[config.mk]
export PLATFORM = sky130hd
export DESIGN_NAME = ddr_cio_sram
export DESIGN_NICKNAME = d
export VERILOG_FILES = /design/src/rtl/ddr_cio_sram_pkg.sv /design/src/rtl/ddr_cio_addr_split.sv /design/src/rtl/ddr_cio_cmd_pipe.sv /design/src/rtl/ddr_cio_late_wbuf.sv /design/src/rtl/ddr_cio_array.sv /design/src/rtl/ddr_cio_sram.sv
export SDC_FILE = /design/constraint.sdc
export NUM_CORES = 1
export LEC_CHECK = 0
export BUFFER_PORTS_ARGS = -buffer_cell sky130_fd_sc_hd__buf_4
export CORE_ASPECT_RATIO = 1.4
export CORE_UTILIZATION = 40
export DETAILED_ROUTE_END_ITERATION = 10
export PLACE_DENSITY = 0.62
export SYNTH_ARGS = -nofsm -noshare
export SYNTH_HDL_FRONTEND = slang
export SYNTH_HIERARCHICAL = 1
export SYNTH_SLANG_ARGS = --single-unit
[constraint.sdc]
create_clock -name clk -period 3.3 [get_ports clk]
set_input_delay 0.33 -clock clk [delete_from_list [all_inputs] [get_ports clk]]
set_output_delay 0.33 -clock clk [all_outputs]
set_load 0.05 [all_outputs]
[src/rtl/ddr_cio_sram_pkg.sv]
package ddr_cio_sram_pkg;

   typedef enum logic {
      PH_EVEN = 1'b0,
      PH_ODD  = 1'b1
   } beat_phase_e;

   // Lane size: nybbles for the narrow variant, 9-bit bytes otherwise.
   function automatic int lane_bits(input int width);
      return (width == 8) ? 4 : 9;
   endfunction

   function automatic int lane_count(input int width);
      return width / lane_bits(width);
   endfunction

   // Bits of the external address that select a word pair.
   function automatic int pair_bits(input int width, input int addr_w);
      return (width == 8) ? addr_w : addr_w - 1;
   endfunction

endpackage

[src/rtl/ddr_cio_addr_split.sv]
module ddr_cio_addr_split #(
   parameter int WIDTH  = 18,
   parameter int ADDR_W = 5,
   parameter int PAIR_W = 4
) (
   input  logic [ADDR_W-1:0] addr,
   output logic [PAIR_W-1:0] pair,
   output logic              start
);

   generate
      if (WIDTH == 8) begin : g_fixed_start
         // Narrow variant: the whole address picks the pair, start is even.
         assign pair  = addr;
         assign start = 1'b0;
      end else begin : g_preset_start
         // Wide variant: bit 0 presets the one-bit burst counter.
         assign pair  = addr[ADDR_W-1:1];
         assign start = addr[0];
      end
   endgenerate

endmodule

[src/rtl/ddr_cio_cmd_pipe.sv]
module ddr_cio_cmd_pipe
   import ddr_cio_sram_pkg::*;
#(
   parameter int PAIR_W = 4
) (
   input  logic              clk,
   input  logic              rst_n,
   input  logic              ld_n,
   input  logic              rd_wr,
   input  logic [PAIR_W-1:0] cmd_pair,
   input  logic              cmd_start,
   output logic              phase,
   output logic              rd_fetch,
   output logic [PAIR_W-1:0] rd_pair,
   output logic              rd_slot,
   output logic              wr_load,
   output logic              wr_fill,
   output logic [PAIR_W-1:0] wr_pair,
   output logic              wr_start
);

   beat_phase_e       ph_q;
   logic              accept;
   // read command stage (beat 0 pending) and read output stage (beat 1)
   logic              rc_v_q, ro_v_q;
   logic [PAIR_W-1:0] rc_pair_q, ro_pair_q;
   logic              rc_start_q, ro_start_q;
   // write address stage and second-beat flag
   logic              ws_v_q, fill_q;
   logic [PAIR_W-1:0] ws_pair_q;
   logic              ws_start_q;

   assign accept = (ph_q == PH_EVEN) && !ld_n;

   always_ff @(posedge clk or negedge rst_n) begin
      if (!rst_n) begin
         ph_q       <= PH_EVEN;
         rc_v_q     <= 1'b0;
         rc_pair_q  <= '0;
         rc_start_q <= 1'b0;
         ro_v_q     <= 1'b0;
         ro_pair_q  <= '0;
         ro_start_q <= 1'b0;
         ws_v_q     <= 1'b0;
         ws_pair_q  <= '0;
         ws_start_q <= 1'b0;
         fill_q     <= 1'b0;
      end else begin
         ph_q <= (ph_q == PH_EVEN) ? PH_ODD : PH_EVEN;
         if (ph_q == PH_EVEN) begin
            rc_v_q     <= accept && rd_wr;
            rc_pair_q  <= cmd_pair;
            rc_start_q <= cmd_start;
            ro_v_q     <= rc_v_q;
            ro_pair_q  <= rc_pair_q;
            ro_start_q <= rc_start_q;
            ws_v_q     <= accept && !rd_wr;
            ws_pair_q  <= cmd_pair;
            ws_start_q <= cmd_start;
            fill_q     <= ws_v_q;
         end else begin
            fill_q <= 1'b0;
         end
      end
   end

   assign phase    = (ph_q == PH_ODD);
   assign rd_fetch = phase ? ro_v_q : rc_v_q;
   assign rd_pair  = phase ? ro_pair_q : rc_pair_q;
   assign rd_slot  = phase ? ~ro_start_q : rc_start_q;
   assign wr_load  = !phase && ws_v_q;
   assign wr_fill  = phase && fill_q;
   assign wr_pair  = ws_pair_q;
   assign wr_start = ws_start_q;

endmodule

[src/rtl/ddr_cio_late_wbuf.sv]
module ddr_cio_late_wbuf #(
   parameter int WIDTH  = 18,
   parameter int LANE_W = 9,
   parameter int LANES  = 2,
   parameter int PAIR_W = 4
) (
   input  logic                        clk,
   input  logic                        rst_n,
   input  logic                        wr_load,
   input  logic                        wr_fill,
   input  logic [PAIR_W-1:0]           wr_pair,
   input  logic                        wr_start,
   input  logic [WIDTH-1:0]            din,
   input  logic [LANES-1:0]            be_n,
   input  logic [PAIR_W-1:0]           rd_pair,
   input  logic                        rd_slot,
   input  logic [WIDTH-1:0]            rd_base,
   output logic [WIDTH-1:0]            rd_merged,
   output logic                        commit,
   output logic [PAIR_W-1:0]           commit_pair,
   output logic [1:0][WIDTH-1:0]       commit_data,
   output logic [1:0][LANES-1:0]       commit_mask
);

   logic                  pv_q;
   logic [PAIR_W-1:0]     pair_q;
   logic                  start_q;
   logic [1:0][WIDTH-1:0] data_q;
   logic [1:0][LANES-1:0] mask_q;
   logic                  hit;

   always_ff @(posedge clk or negedge rst_n) begin
      if (!rst_n) begin
         pv_q    <= 1'b0;
         pair_q  <= '0;
         start_q <= 1'b0;
         data_q  <= '0;
         mask_q  <= '0;
      end else if (wr_load) begin
         // the previous pending write leaves through commit on this edge
         pv_q              <= 1'b1;
         pair_q            <= wr_pair;
         start_q           <= wr_start;
         data_q[wr_start]  <= din;
         mask_q[wr_start]  <= ~be_n;
         mask_q[~wr_start] <= '0;
      end else if (wr_fill) begin
         data_q[~start_q] <= din;
         mask_q[~start_q] <= ~be_n;
      end
   end

   assign commit      = wr_load && pv_q;
   assign commit_pair = pair_q;
   assign commit_data = data_q;
   assign commit_mask = mask_q;

   assign hit = pv_q && (pair_q == rd_pair);

   generate
      for (genvar l = 0; l < LANES; l++) begin : g_lane_fwd
         assign rd_merged[l*LANE_W +: LANE_W] =
            (hit && mask_q[rd_slot][l]) ? data_q[rd_slot][l*LANE_W +: LANE_W]
                                        : rd_base[l*LANE_W +: LANE_W];
      end
   endgenerate

endmodule

[src/rtl/ddr_cio_array.sv]
module ddr_cio_array #(
   parameter int WIDTH  = 18,
   parameter int LANE_W = 9,
   parameter int LANES  = 2,
   parameter int PAIR_W = 4
) (
   input  logic                  clk,
   input  logic                  commit,
   input  logic [PAIR_W-1:0]     commit_pair,
   input  logic [1:0][WIDTH-1:0] commit_data,
   input  logic [1:0][LANES-1:0] commit_mask,
   input  logic [PAIR_W-1:0]     rd_pair,
   input  logic                  rd_slot,
   output logic [WIDTH-1:0]      rd_data
);

   localparam int WORDS = 2 ** (PAIR_W + 1);

   logic [WIDTH-1:0] mem_q [WORDS];

   always_ff @(posedge clk) begin
      if (commit) begin
         for (int s = 0; s < 2; s++) begin
            for (int l = 0; l < LANES; l++) begin
               if (commit_mask[s][l]) begin
                  mem_q[{commit_pair, 1'(s)}][l*LANE_W +: LANE_W] <=
                     commit_data[s][l*LANE_W +: LANE_W];
               end
            end
         end
      end
   end

   assign rd_data = mem_q[{rd_pair, rd_slot}];

endmodule

[src/rtl/ddr_cio_sram.sv]
module ddr_cio_sram
   import ddr_cio_sram_pkg::*;
#(
   parameter int WIDTH  = 18,
   parameter int ADDR_W = 5
) (
   input  logic                          clk,
   input  logic                          rst_n,
   input  logic                          ld_n,
   input  logic                          rd_wr,
   input  logic [ADDR_W-1:0]             addr,
   input  logic [lane_count(WIDTH)-1:0]  be_n,
   input  logic [WIDTH-1:0]              din,
   output logic [WIDTH-1:0]              dout,
   output logic                          dout_oe,
   output logic                          beat_ph
);

   localparam int LANE_W = lane_bits(WIDTH);
   localparam int LANES  = lane_count(WIDTH);
   localparam int PAIR_W = pair_bits(WIDTH, ADDR_W);

   generate
      if (!(WIDTH == 8 || WIDTH == 18 || WIDTH == 36)) begin : g_bad_width
         $error("ddr_cio_sram: WIDTH must be 8, 18 or 36");
      end
      if (ADDR_W < 2 || ADDR_W > 11) begin : g_bad_addr
         $error("ddr_cio_sram: ADDR_W must lie in 2..11");
      end
   endgenerate

   logic [PAIR_W-1:0]     cmd_pair, rd_pair, wr_pair, commit_pair;
   logic                  cmd_start, rd_slot, wr_start;
   logic                  rd_fetch, wr_load, wr_fill, commit;
   logic [1:0][WIDTH-1:0] commit_data;
   logic [1:0][LANES-1:0] commit_mask;
   logic [WIDTH-1:0]      arr_data, merged;
   logic [WIDTH-1:0]      dout_q;
   logic                  oe_q;

   ddr_cio_addr_split #(.WIDTH(WIDTH), .ADDR_W(ADDR_W), .PAIR_W(PAIR_W)) u_split (
      .addr  (addr),
      .pair  (cmd_pair),
      .start (cmd_start)
   );

   ddr_cio_cmd_pipe #(.PAIR_W(PAIR_W)) u_pipe (
      .clk       (clk),
      .rst_n     (rst_n),
      .ld_n      (ld_n),
      .rd_wr     (rd_wr),
      .cmd_pair  (cmd_pair),
      .cmd_start (cmd_start),
      .phase     (beat_ph),
      .rd_fetch  (rd_fetch),
      .rd_pair   (rd_pair),
      .rd_slot   (rd_slot),
      .wr_load   (wr_load),
      .wr_fill   (wr_fill),
      .wr_pair   (wr_pair),
      .wr_start  (wr_start)
   );

   ddr_cio_late_wbuf #(.WIDTH(WIDTH), .LANE_W(LANE_W), .LANES(LANES), .PAIR_W(PAIR_W)) u_wbuf (
      .clk         (clk),
      .rst_n       (rst_n),
      .wr_load     (wr_load),
      .wr_fill     (wr_fill),
      .wr_pair     (wr_pair),
      .wr_start    (wr_start),
      .din         (din),
      .be_n        (be_n),
      .rd_pair     (rd_pair),
      .rd_slot     (rd_slot),
      .rd_base     (arr_data),
      .rd_merged   (merged),
      .commit      (commit),
      .commit_pair (commit_pair),
      .commit_data (commit_data),
      .commit_mask (commit_mask)
   );

   ddr_cio_array #(.WIDTH(WIDTH), .LANE_W(LANE_W), .LANES(LANES), .PAIR_W(PAIR_W)) u_array (
      .clk         (clk),
      .commit      (commit),
      .commit_pair (commit_pair),
      .commit_data (commit_data),
      .commit_mask (commit_mask),
      .rd_pair     (rd_pair),
      .rd_slot     (rd_slot),
      .rd_data     (arr_data)
   );

   always_ff @(posedge clk or negedge rst_n) begin
      if (!rst_n) begin
         dout_q <= '0;
         oe_q   <= 1'b0;
      end else begin
         oe_q <= rd_fetch;
         if (rd_fetch) begin
            dout_q <= merged;
         end
      end
   end

   assign dout    = dout_q;
   assign dout_oe = oe_q;

endmodule

==> results by group, run 1 <==
CTS
  • Worst-skew pair later-pin latency: 600 ps
  • Number of CTS-inserted buffers: 66
  • Post-CTS Setup Inserts: 0
  • CTS H-tree lvls: 3
  • Clk buf depth: 3
  • Clock sink count: 656
  • CTS tree: yes
  • Reg clk slew, reported paths: 60 ps
  • CTS Root Cell: clkbuf_16

Outcome
  • Status: finished, final reports clean

Setup path
  • RR Endpoint: dout[7]
  • Slowest cell on crit path: a31oi_1
  • Delay of the slowest cell on the worst path: 500 ps
  • Crit path DAT: about 3600 ps
  • CP startpoint kind: flip-flop
  • CP required: 3790 ps
  • Max Fanout on Critical Path: 14
  • Reg-to-Reg Start: u_pipe/phase
  • Crit path launch: u_pipe/phase
  • Worst reg-to-reg path cell count: 12
  • Most frequent cell on the critical path: buf_12
  • Critical path class: reg2reg
  • Setup crit end kind: flip-flop
  • Critical path, cell by cell: inv_1, o21ai_4, buf_12, buf_12, buf_4, mux2i_1, a22o_1, nor3_1, a31oi_1, nand3_1, mux2_2, mux2_4
  • Reg2reg setup slack: approximately 170 ps

Placed design
  • DP Wirelength: 41.65 mm
  • Placed insts: about 2500
  • Post-DP Area: 28440 µm²
  • Gpl congestion: 0.8012
  • # port buffers: 48

GRT
  • Global routing usage on met2: 0.3471
  • Largest net degree at the start of global routing: 63
  • Total congestion overflow: 0
  • Met1 GRT Util: 0.2540
  • Total Routing Usage GR: 0.2022
  • GRT busiest layer: met2
  • Global-route wire length before repair: 98.21 mm
  • Vias in the first global route: 14975
  • GR Layer Usage met3: 0.02661
  • Initial antenna violation count: 0

Routing
  • ANT nets after route: 0
  • Routed WL: roughly 67 mm
  • First DRT Iteration DRCs: 1213
  • First-pass DRT Iterations: 6
  • Routed len/inst: 25.29 µm
  • # DRC: 0
  • Via/cell ratio: 5.488
  • Via Count: between 10000 and 15000

Power
  • Pint: approximately 15 mW
  • Share of total power in sequential cells: 0.520
  • Combinational power share: 0.100
  • Peak supply drop: 654.5 µV
  • Pwr dens: 632.6 nW/µm²
  • Lkg Pwr: 11.17 nW
  • Switching Share: 0.2435
  • Switching power total: 4.761 mW
  • Clock power share: 0.380

Synth
  • Main combinational cell family by area after synthesis: multiplexers
  • Syn Nets: 1583
  • Post-synthesis sequential area ratio: 0.7285
  • Number of synthesized flops with an enable pin: 576
  • Syn Area/Cell: approximately 17 µm²
  • Top FF cell, synth: edfxtp_1
  • Synth Warn #: 6
  • Synth Area in Compound Gates: 0.04747
  • Post-synthesis simple-gate area fraction: 0.04019
  • Yosys cell types: 42
  • Syn Inst Count: 1554
  • Asr flop ratio synth: 0.1220
  • Synthesized cell area: ~26000 µm²
  • Adder-cell share of the synthesized area: 0
  • Synth Area in XOR/XNOR: 0.001323
  • Mux cell area share after synthesis: 0.1556
  • Flops & latches, synth: approximately 660

Timing
  • Skew final: 23.94 ps
  • Final setup violation count: 0
  • Max_slew headroom: 0.3246
  • Min cycle time layout: 3133 ps
  • Fmax: 319.2 MHz
  • Tcrit/Tclk final: 0.9494
  • RSZ-0062 raised after global routing: false
  • Hold WS: between 30 and 40 ps
  • Slew Viols, Final: 0
  • Slew @ Worst Pin: 1013 ps
  • Final Hold Fails: 0

Floorplan
  • Die ar.: 67270 µm²
  • Top Ports: 49
  • Core area: 65410 µm²
  • Die Ht: between 300 and 400 µm
  • FP Rows: approximately 110
  • Die width: 219.5 µm
  • Initial core utilization: 0.4050

Min path
  • HP Class: in2reg
  • Hold endpoint: u_wbuf/commit_mask[2]
  • WHS Path Cells: 3
  • Hold Crit Start: be_n[0]

Layout
  • Ratio of cells with drive above 1 in the final layout: 0.2228
  • Non-Filler Instances: 2633
  • Nets: 1763
  • Ant. Diodes: 0
  • Layout fillers: approximately 5500
  • Fin area: 30910 µm²
  • Area grow syn2layout: 16.68%

Job
  • Max-Cap Viols: 0
layout make-up:
| type | count | area, µm² | area share |
|---|---|---|---|
| Clock buffer | 85 | 1866 | 0.06035 |
| Clock inverter | 35 | 305.3 | 0.009877 |
| Inverter | 2 | 7.507 | 0.0002429 |
| Multi-Input combinational cell | 803 | 6525 | 0.2111 |
| Sequential cell | 656 | 19300 | 0.6244 |
| Tap cell | 847 | 1060 | 0.03429 |
| Timing Repair Buffer | 205 | 1847 | 0.05975 |
layout by cell type (no fill, tap or decap), types with 28 or more instances in the layout:
master,instances
edfxtp_1,576
mux2i_1,290
buf_4,158
mux2_2,89
dfrtp_1,79
a22oi_1,72
clkbuf_16,70
nor2_1,69
nand2_1,56
nand3_1,42
a21oi_1,40
a22o_1,36
dlygate4sd3_1,28
routing by layer:
metal / vias to the layer above / wire length, µm / part of all wire
li1: 6430 / - / -
met1: 7437 / 26470 / 0.40
met2: 478 / 34200 / 0.51
met3: 106 / 3394 / 0.051
met4: 0 / 2530 / 0.038
met5: - / 0 / 0
repair_timing:
action                                  4_1_cts  5_1_grt
endpoints found under the setup margin        2        4
gates resized for setup                       2        1
hold buffers                                 28        0
pin swaps                                     0        0
hold endpoints to repair                    106        0
cell families (layout without fill, tap and decap cells):
kind of cell           Yosys count  count (layout)
flip-flops                     656             656
multiplexers                   394             394
AND/OR/NAND/NOR                227             227
AO/OA/AOI/OAI                  178             178
buffers and inverters           95             327
XOR/XNOR                         4               4
cells in the mapped netlist (2+ instances only):
cell,number,area (µm²)
a22oi_1,72,540.5
nand2b_1,5,31.28
nand2_1,56,210.2
buf_4,14,105.1
inv_1,2,7.510
buf_6,27,304.0
nor3_1,18,90.09
nand4_1,19,118.9
mux2i_1,290,2903
edfxtp_1,576,17300
mux2_4,13,195.2
buf_12,2,40.04
nand3_1,42,210.2
buf_2,26,130.1
mux2_2,89,1002
xnor2_1,4,35.03
and2_1,3,18.77
a31oi_1,18,112.6
or2_2,2,12.51
nor2b_1,7,43.79
nor3_4,2,32.53
a21oi_1,40,200.2
a22o_1,36,315.3
dfrtp_1,80,2002
nor2_1,69,259.0
clkbuf_1,20,75.07
buf_8,3,45.04
mux2_1,2,22.52
o21ai_0,4,20.02
power by group through the flow:
stage	clock [mW]	sequential [mW]	combinational, mW
finish	7.44	10.2	1.95
global route	7.85	10.2	2.07
CTS	7.56	10.2	1.96
detailed placement	0	10.4	1.93
global placement	0	10.3	1.90
floorplan	0	10.4	0.786
worst max-delay path by stage:
stage                   end  slack [ps]  cells past startpoint
floorplan           dout[5]         380                     13
global placement    dout[3]         -20                     12
detailed placement  dout[3]         -60                     12
CTS                 dout[2]          50                     12
global route        dout[3]          60                     12
finish              dout[7]         170                     12
critical path, delay by kind of cell (launching register included):
family | cells | cell delay (ps)
simple gates | 2 | 180
flops | 1 | 480
mux | 3 | 750
compound gates | 3 | 900
buf+inv | 4 | 690
metrics by stage:
| step | setup TNS, ps | total power [mW] | utilization | worst slack (ps) |
|---|---|---|---|---|
| after floorplan | 0 | 11.19 | - | 384.4 |
| final | 0 | 19.55 | 0.4725 | 166.9 |
| after CTS | 0 | 19.71 | 0.4725 | 54.73 |
| after global routing | 0 | 20.12 | 0.4725 | 60.43 |
| after global placement | -19.16 | 12.23 | 0.4348 | -19.16 |
| after detailed placement | -55.66 | 12.28 | 0.4348 | -55.66 |
sequential cells by signal, indices dropped and copies added, names as in the netlist:
| register | flops |
|---|---|
| u_pipe/rc_v_q | 1 |
| dout | 18 |
| u_wbuf/commit_pair | 4 |
| u_array/mem_q | 576 |
| dout_oe | 1 |
| u_pipe/fill_q | 1 |
| u_pipe/ro_start_q | 1 |
| u_pipe/wr_pair | 4 |
| u_pipe/rc_start_q | 1 |
| u_wbuf/commit_mask | 4 |
| u_pipe/ro_pair_q | 4 |
| u_wbuf/pv_q | 1 |
| u_pipe/ws_v_q | 1 |
| u_pipe/ro_v_q | 1 |
| u_wbuf/commit_data | 36 |
| u_wbuf/start_q | 1 |
| u_pipe/phase | 1 |
Power figures use the tool's default switching activity.
==> run 2: changes to the inputs <==
==> constraint.sdc (replaced) <==
create_clock -name clk -period 3.8 [get_ports clk]
set_input_delay 0.38 -clock clk [delete_from_list [all_inputs] [get_ports clk]]
set_output_delay 0.38 -clock clk [all_outputs]
set_load 0.05 [all_outputs]
==> run 2 against run 1 <==
Critical path depth is 2 lower; clock power down 19%; sequential share of layout area increased by 1.2 points; first-iteration DRC count rose by 11%; final cell count shrank 1.3%; die area unchanged; total power fell by 16%; largest power group unchanged.
==> results by group, run 2 (synthesis gave the netlist of run 1 again) <==
Power
  • Lkg Pwr: 10.88 nW (-2.6%)
  • Combinational power share: 0.089 (-0.011)
  • Switching Share: 0.2504 (+0.006949)
  • Overall power: 16.49 mW (-16%)
  • Share of total power in sequential cells: 0.545 (+0.025)
  • Peak supply drop: 316.8 µV (-52%)
  • Pint: 12.36 mW (-16%)
  • Clock power share: 0.366 (-0.014)
  • Switching power total: 4.129 mW (-13%)
  • Pwr dens: 543.5 nW/µm² (-14%)

Setup path
  • Delay of the slowest cell on the worst path: 580 ps (+80 ps)
  • Cell family with most CP delay: compound AO/OA/AOI/OAI gates
  • Critical path class: reg2reg
  • Max Fanout on Critical Path: 45 (+31)
  • Slowest cell on crit path: dfrtp_1
  • CP startpoint kind: flip-flop
  • Critical path, cell by cell: inv_1, o21ai_4, buf_12, buf_12, mux2i_1, a22oi_1, a31oi_1, nand3_1, mux2_2, mux2_4
  • CP required: 4290 ps (+500 ps)
  • Crit path DAT: 3950 ps (+320 ps)
  • CP bufs+invs: 3 (-1)
  • Setup crit end kind: flip-flop
  • Most frequent cell on the critical path: buf_12

Routing
  • First DRT Iteration DRCs: 1350 (+11%)
  • Via Count: 14470 (+0.13%)
  • Via/cell ratio: 5.565 (+1.4%)
  • ANT nets after route: 0 (unchanged)
  • Routed WL: 67.86 mm (+1.9%)
  • Routed len/inst: 26.10 µm (+3.2%)
  • First-pass DRT Iterations: 6 (unchanged)
  • # DRC: 0 (unchanged)

CTS
  • Post-CTS Setup Inserts: 0 (unchanged)
  • CTS Root Cell: clkbuf_16
  • Reg clk slew, reported paths: 60 ps (about the same)
  • CTS tree: yes
  • Number of CTS-inserted buffers: 66 (unchanged)
  • Worst-skew pair later-pin latency: 610 ps (about the same)
  • Clock sink count: 656 (unchanged)
  • Clk buf depth: 3 (unchanged)
  • CTS H-tree lvls: 3 (unchanged)

Timing
  • Max_slew headroom: 0.3162 (-0.008452)
  • Fmax: 289.2 MHz (-9.4%)
  • Tcrit/Tclk final: 0.9100 (-0.03942)
  • Min cycle time layout: 3458 ps (+324.9 ps)
  • RSZ-0062 raised after global routing: false
  • Slew Viols, Final: 0 (unchanged)
  • Final setup violation count: 0 (unchanged)
  • Slew @ Worst Pin: 1026 ps (+12.68 ps)
  • Skew final: 27.69 ps (+3.754 ps)
  • Final Hold Fails: 0 (unchanged)
  • Setup TNS Final: 0 ps (unchanged)
  • Final worst slack: 341.9 ps (+175.1 ps)

Layout
  • Nets: 1732 (-1.8%)
  • Most flops, register: u_array/mem_q
  • Ratio of cells with drive above 1 in the final layout: 0.2071 (-0.01577)
  • Area grow syn2layout: 14.51%
  • Commonest non-fill, non-tap cell in the layout: edfxtp_1
  • Most frequent cells in the layout: edfxtp_1, mux2i_1, buf_4
  • Max FFs per register: 576 (unchanged)
  • Ant. Diodes: 0 (unchanged)

Min path
  • HP Class: in2reg

Outcome
  • Status: finished, final reports clean

Floorplan
  • Die width: 219.5 µm (unchanged)
  • FP Rows: 111 (unchanged)
  • Core area: 65410 µm² (unchanged)
  • Die ar.: 67270 µm² (unchanged)
  • Die Ht: 306.5 µm (unchanged)
  • Top Ports: 49 (unchanged)
  • Initial core utilization: 0.4050 (unchanged)

GRT
  • Initial antenna violation count: 0 (unchanged)
  • Largest net degree at the start of global routing: 63 (unchanged)
  • Total congestion overflow: 0 (unchanged)
  • Vias in the first global route: 14729 (-1.6%)
  • Global-route wire length before repair: 98.57 mm (+0.36%)
  • Total Routing Usage GR: 0.2038 (+0.001603)

Placed design
  • Pre-CTS WS: 347.9 ps (+403.6 ps)
  • # port buffers: 48 (unchanged)
  • Gpl congestion: 0.8082 (+0.87%)
  • DP Wirelength: 42.77 mm (+2.7%)

Job
  • Max-Cap Viols: 0 (unchanged)
## run 2: cell count changes in the layout (fill, tap and decap cells not counted), sizes merged
cell | before | now
clkinvlp | 2 | 1
inv | 3 | 7
dlygate4sd3 | 28 | 16
bufinv | 5 | 0
buf | 177 | 158
clkinv | 27 | 22
clkbuf | 85 | 90
## run 2: repair_timing
action / in CTS / in global routing
endpoints found under the setup margin: 0 / 0
hold buffers: 16 / 0
hold endpoints to repair: 80 / 0
gates resized for setup: 0 / 0
## run 2: worst paths after layout
| check | slack (ps) | to | cells after the start | start |
|---|---|---|---|---|
| min in group asynchronous | 430 | dout[10] | 2 | rst_n |
| worst min-delay path | 30 | u_wbuf/commit_data[3] | 2 | din[3] |
| worst max register to register | 340 | dout[14] | 10 | u_pipe/phase |
| worst max-delay path | 340 | dout[14] | 10 | u_pipe/phase |
| worst min register to register | 500 | u_pipe/rc_v_q | 2 | u_pipe/rc_v_q |
| max in group asynchronous | 2490 | u_wbuf/commit_data[34] | 3 | rst_n |
## run 2: stage by stage
step | cells | cell area [µm²] | hold WS, ps | util
finish | 2600 | 30330 | 28.58 | 0.4637
global route | 2600 | 30330 | 16.73 | 0.4637
floorplan | 1554 | 26490 | 84.41 | -
CTS | 2600 | 30330 | 0.008327 | 0.4637
detailed placement | 2466 | 28180 | 478.3 | 0.4307
global placement | 2466 | 28180 | 464.6 | 0.4307
## run 2: final cells by class
| class | count | area [µm²] |
|---|---|---|
| Timing Repair Buffer | 174 | 1459 |
| Clock inverter | 28 | 173.9 |
| Clock buffer | 90 | 1823 |
| Fill cell | 5517 | 35080 |
| Inverter | 2 | 7.507 |
| Sequential cell | 656 | 19300 |
| Multi-Input combinational cell | 803 | 6513 |
| Tap cell | 847 | 1060 |
## run 2: metal layers
| layer | part of all wire | vias to the layer above | track usage |
|---|---|---|---|
| li1 | - | 6369 | - |
| met1 | 0.39 | 7436 | 0.2520 |
| met2 | 0.51 | 532 | 0.3466 |
| met3 | 0.052 | 133 | 0.02631 |
| met4 | 0.048 | 0 | 0.1071 |
| met5 | 0 | - | 0 |
## run 2: power by group through the flow
stage	combinational (mW)	sequential (mW)	clock, mW
3_3_place_gp	1.44	9.15	0
5_1_grt	1.54	9.03	6.42
3_5_place_dp	1.46	9.16	0
2_1_floorplan	0.682	9.04	0
6_report	1.46	8.99	6.04
4_1_cts	1.47	9.01	6.16
## run 2: worst reg2reg max path, stage by stage, from the launching register on
cell and delay (ps):
dfrtp_1 580, inv_1 150, o21ai_4 290, buf_12 190, buf_12 320, mux2i_1 340, a22oi_1 130, a31oi_1 530
nand3_1 220, mux2_2 320, mux2_4 250
==> run 3: changes to the inputs <==
--- a/config.mk
+++ b/config.mk
@@ -6,10 +6,12 @@
 export NUM_CORES = 1
 export LEC_CHECK = 0
 export BUFFER_PORTS_ARGS = -buffer_cell sky130_fd_sc_hd__buf_4
-export CORE_ASPECT_RATIO = 1.4
+export CELL_PAD_IN_SITES_DETAIL_PLACEMENT = 1
+export CELL_PAD_IN_SITES_GLOBAL_PLACEMENT = 1
 export CORE_UTILIZATION = 40
+export CTS_CLUSTER_SIZE = 30
 export DETAILED_ROUTE_END_ITERATION = 10
-export PLACE_DENSITY = 0.62
+export PLACE_DENSITY = 0.69
 export SYNTH_ARGS = -nofsm -noshare
 export SYNTH_HDL_FRONTEND = slang
 export SYNTH_HIERARCHICAL = 1
==> run 3 against run 2 <==
Sequential share of layout area down 0.14 points; sequential cell count unchanged; non-clock buffer count up 9; routed wire length up 0.41%; fmax up 4.6%; critical endpoint is now dout[16]; final cell count up 0.50%; largest cell class unchanged; setup slack better by 150 ps; largest power group unchanged; critical path depth unchanged; clock skew down 17 ps; design area up 0.22%; clock-buffer cell count down 17; first-iteration DRC count down 16%; highest routed layer unchanged.
==> results by group, run 3 (synthesis gave the netlist of run 1 again) <==
Setup path
  • Crit path launch: u_pipe/phase
  • Max Fanout on Critical Path: 24 (-47%)
  • Setup crit end kind: flip-flop
  • Reg-to-Reg Start: u_pipe/phase
  • Crit path DAT: 3800 ps (-150 ps)
  • CP bufs+invs: 2 (-1)
  • CP startpoint kind: flip-flop
  • Most frequent cell on the critical path: buf_4
  • Critical path, cell by cell: buf_4, nand2b_1, o21ai_4, buf_4, mux2i_1, a22oi_1, a31oi_1, nand3_1, mux2_2, mux2_4
  • RR Endpoint: dout[16]
  • Delay of the slowest cell on the worst path: 500 ps (-80 ps)
  • CP required: 4290 ps (about the same)
  • Worst reg-to-reg path cell count: 10 (unchanged)
  • CP endpoint: dout[16]
  • Cell family with most CP delay: multiplexers
  • Crit path depth: 10 (unchanged)
  • Critical path class: reg2reg
  • Slowest cell on crit path: buf_4
  • Reg2reg setup slack: 490 ps (+150 ps)

Timing
  • Slew Viols, Final: 0 (unchanged)
  • Final worst slack: 492.6 ps (+150.6 ps)
  • Final setup violation count: 0 (unchanged)
  • Max_slew headroom: 0.3889 (+0.07269)
  • Tcrit/Tclk final: 0.8704 (-0.03964)
  • Slew @ Worst Pin: 913.3 ps (-112.4 ps)
  • Setup TNS Final: 0 ps (unchanged)
  • Final Hold Fails: 0 (unchanged)
  • Skew final: 10.73 ps (-16.96 ps)
  • RSZ-0062 raised after global routing: false
  • Fmax: 302.4 MHz (+4.6%)
  • Min cycle time layout: 3307 ps (-150.6 ps)

CTS
  • CTS tree: yes
  • Reg clk slew, reported paths: 60 ps (about the same)
  • Clock sink count: 656 (unchanged)
  • Worst-skew pair later-pin latency: 620 ps (about the same)
  • Hold buffer count at cts: 26 (+10)
  • Number of CTS-inserted buffers: 60 (-9.1%)
  • Clk buf depth: 3 (unchanged)
  • Number of gates resized after cts: 0 (unchanged)
  • CTS Root Cell: clkbuf_16
  • Post-CTS Setup Inserts: 0 (unchanged)
  • CTS H-tree lvls: 2 (-1)

Power
  • Pwr dens: 541.5 nW/µm² (-0.37%)
  • Peak supply drop: 461.3 µV (+46%)
  • Lkg Pwr: 10.92 nW (+0.37%)

GRT
  • GR Layer Usage met3: 0.02861 (+0.002297)
  • Met1 GRT Util: 0.2828 (+0.03081)
  • GRT busiest layer: met2
  • Vias in the first global route: 15593 (+5.9%)
  • Largest net degree at the start of global routing: 50 (-21%)
  • Global routing usage on met2: 0.3341 (-0.01241)
  • Global-route wire length before repair: 101.1 mm (+2.5%)
  • Total congestion overflow: 0 (unchanged)
  • Total Routing Usage GR: 0.2029 (-0.0009545)
  • Initial antenna violation count: 1 (+1)

Outcome
  • Status: finished, final reports clean

Floorplan
  • Core area: 64930 µm² (-0.74%)
  • FP Rows: 93 (-16%)
  • Initial core utilization: 0.4080 (+0.003020)
  • Die Ht: 259.3 µm (-15%)
  • Die width: 259.3 µm (+18%)
  • Die ar.: 67260 µm² (about the same)
  • Top Ports: 49 (unchanged)

Routing
  • Routed len/inst: 26.08 µm (about the same)
  • Via Count: 14596 (+0.87%)
  • First-pass DRT Iterations: 5 (-1)
  • # DRC: 0 (unchanged)
  • Via/cell ratio: 5.586 (+0.37%)
  • Routed WL: 68.14 mm (+0.41%)
  • First DRT Iteration DRCs: 1131 (-16%)
  • ANT nets after route: 0 (unchanged)

Layout
  • Max FFs per register: 576 (unchanged)
  • Most frequent cells in the layout: edfxtp_1, mux2i_1, buf_4
  • Nets: 1735 (+0.17%)
  • Most flops, register: u_array/mem_q
  • Ratio of cells with drive above 1 in the final layout: 0.2096 (+0.002494)
  • Layout fillers: 6264 (+14%)
  • Multi-input gate area: 6513 µm² (unchanged)
  • Reg area: 19300 µm² (unchanged)
  • Area grow syn2layout: 14.76%
  • Commonest non-fill, non-tap cell in the layout: edfxtp_1

Placed design
  • # port buffers: 48 (unchanged)
  • Pre-CTS WS: 563.9 ps (+216.0 ps)
  • Gpl congestion: 0.7958 (-1.5%)
  • DP Wirelength: 42.77 mm (about the same)

Job
  • Max-Cap Viols: 0 (unchanged)

Min path
  • HP Class: in2reg
run 3: cell types whose count changed in the layout (fill, tap and decap cells not counted), sizes merged:
cell         before  now
diode             0    2
buf             158  157
clkinv           22   32
bufinv            0    5
dlygate4sd3      16   26
clkinvlp          1    2
inv               7    2
clkbuf           90   73
run 3: worst min path at each step:
stage	startpoint	end	slack, ps	cells after the start
6_report	din[5]	u_wbuf/commit_data[5]	30	2
2_1_floorplan	rst_n	dout[0]	80	0
3_3_place_gp	u_pipe/rc_v_q	u_pipe/rc_v_q	470	2
3_5_place_dp	rst_n	u_wbuf/commit_data[11]	480	1
5_1_grt	din[5]	u_wbuf/commit_data[5]	10	2
4_1_cts	din[5]	u_wbuf/commit_data[5]	1	2
run 3: area by class of cell:
| class | instances | share of cell area |
|---|---|---|
| multi-input combinational | 803 | 0.2142 |
| clock buffer | 73 | 0.05474 |
| inverter | 2 | 0.0002469 |
| timing repair buffer | 183 | 0.05021 |
| sequential | 656 | 0.6348 |
| antenna | 2 | 0.0001646 |
| clock inverter | 39 | 0.01041 |
| tap | 855 | 0.03519 |
run 3: layer usage:
layer  wire (µm)  up-vias
li1            -     6365
met5           0        -
met2       32640      447
met4        1477        0
met1       30480     7687
met3        3535       97
run 3: through the flow:
stage               instances  power [mW]  cell area (µm²)  hold slack [ps]  utilization
global placement         2473       10.47            28150            469.7       0.4336
finish                   2613       16.46            30400            29.13       0.4682
detailed placement       2473       10.54            28150            477.8       0.4336
global route             2611       16.91            30400            13.45       0.4681
CTS                      2611       16.56            30400            1.290       0.4681
floorplan                1554       9.718            26490            84.41            -
run 3: report_power, final:
part / switching, mW / total, mW / internal (mW)
Clock: 2.61 / 6.05 / 3.44
Combinational: 0.959 / 1.53 / 0.569
Sequential: 0.462 / 8.89 / 8.42
Total: 4.03 / 16.5 / 12.4
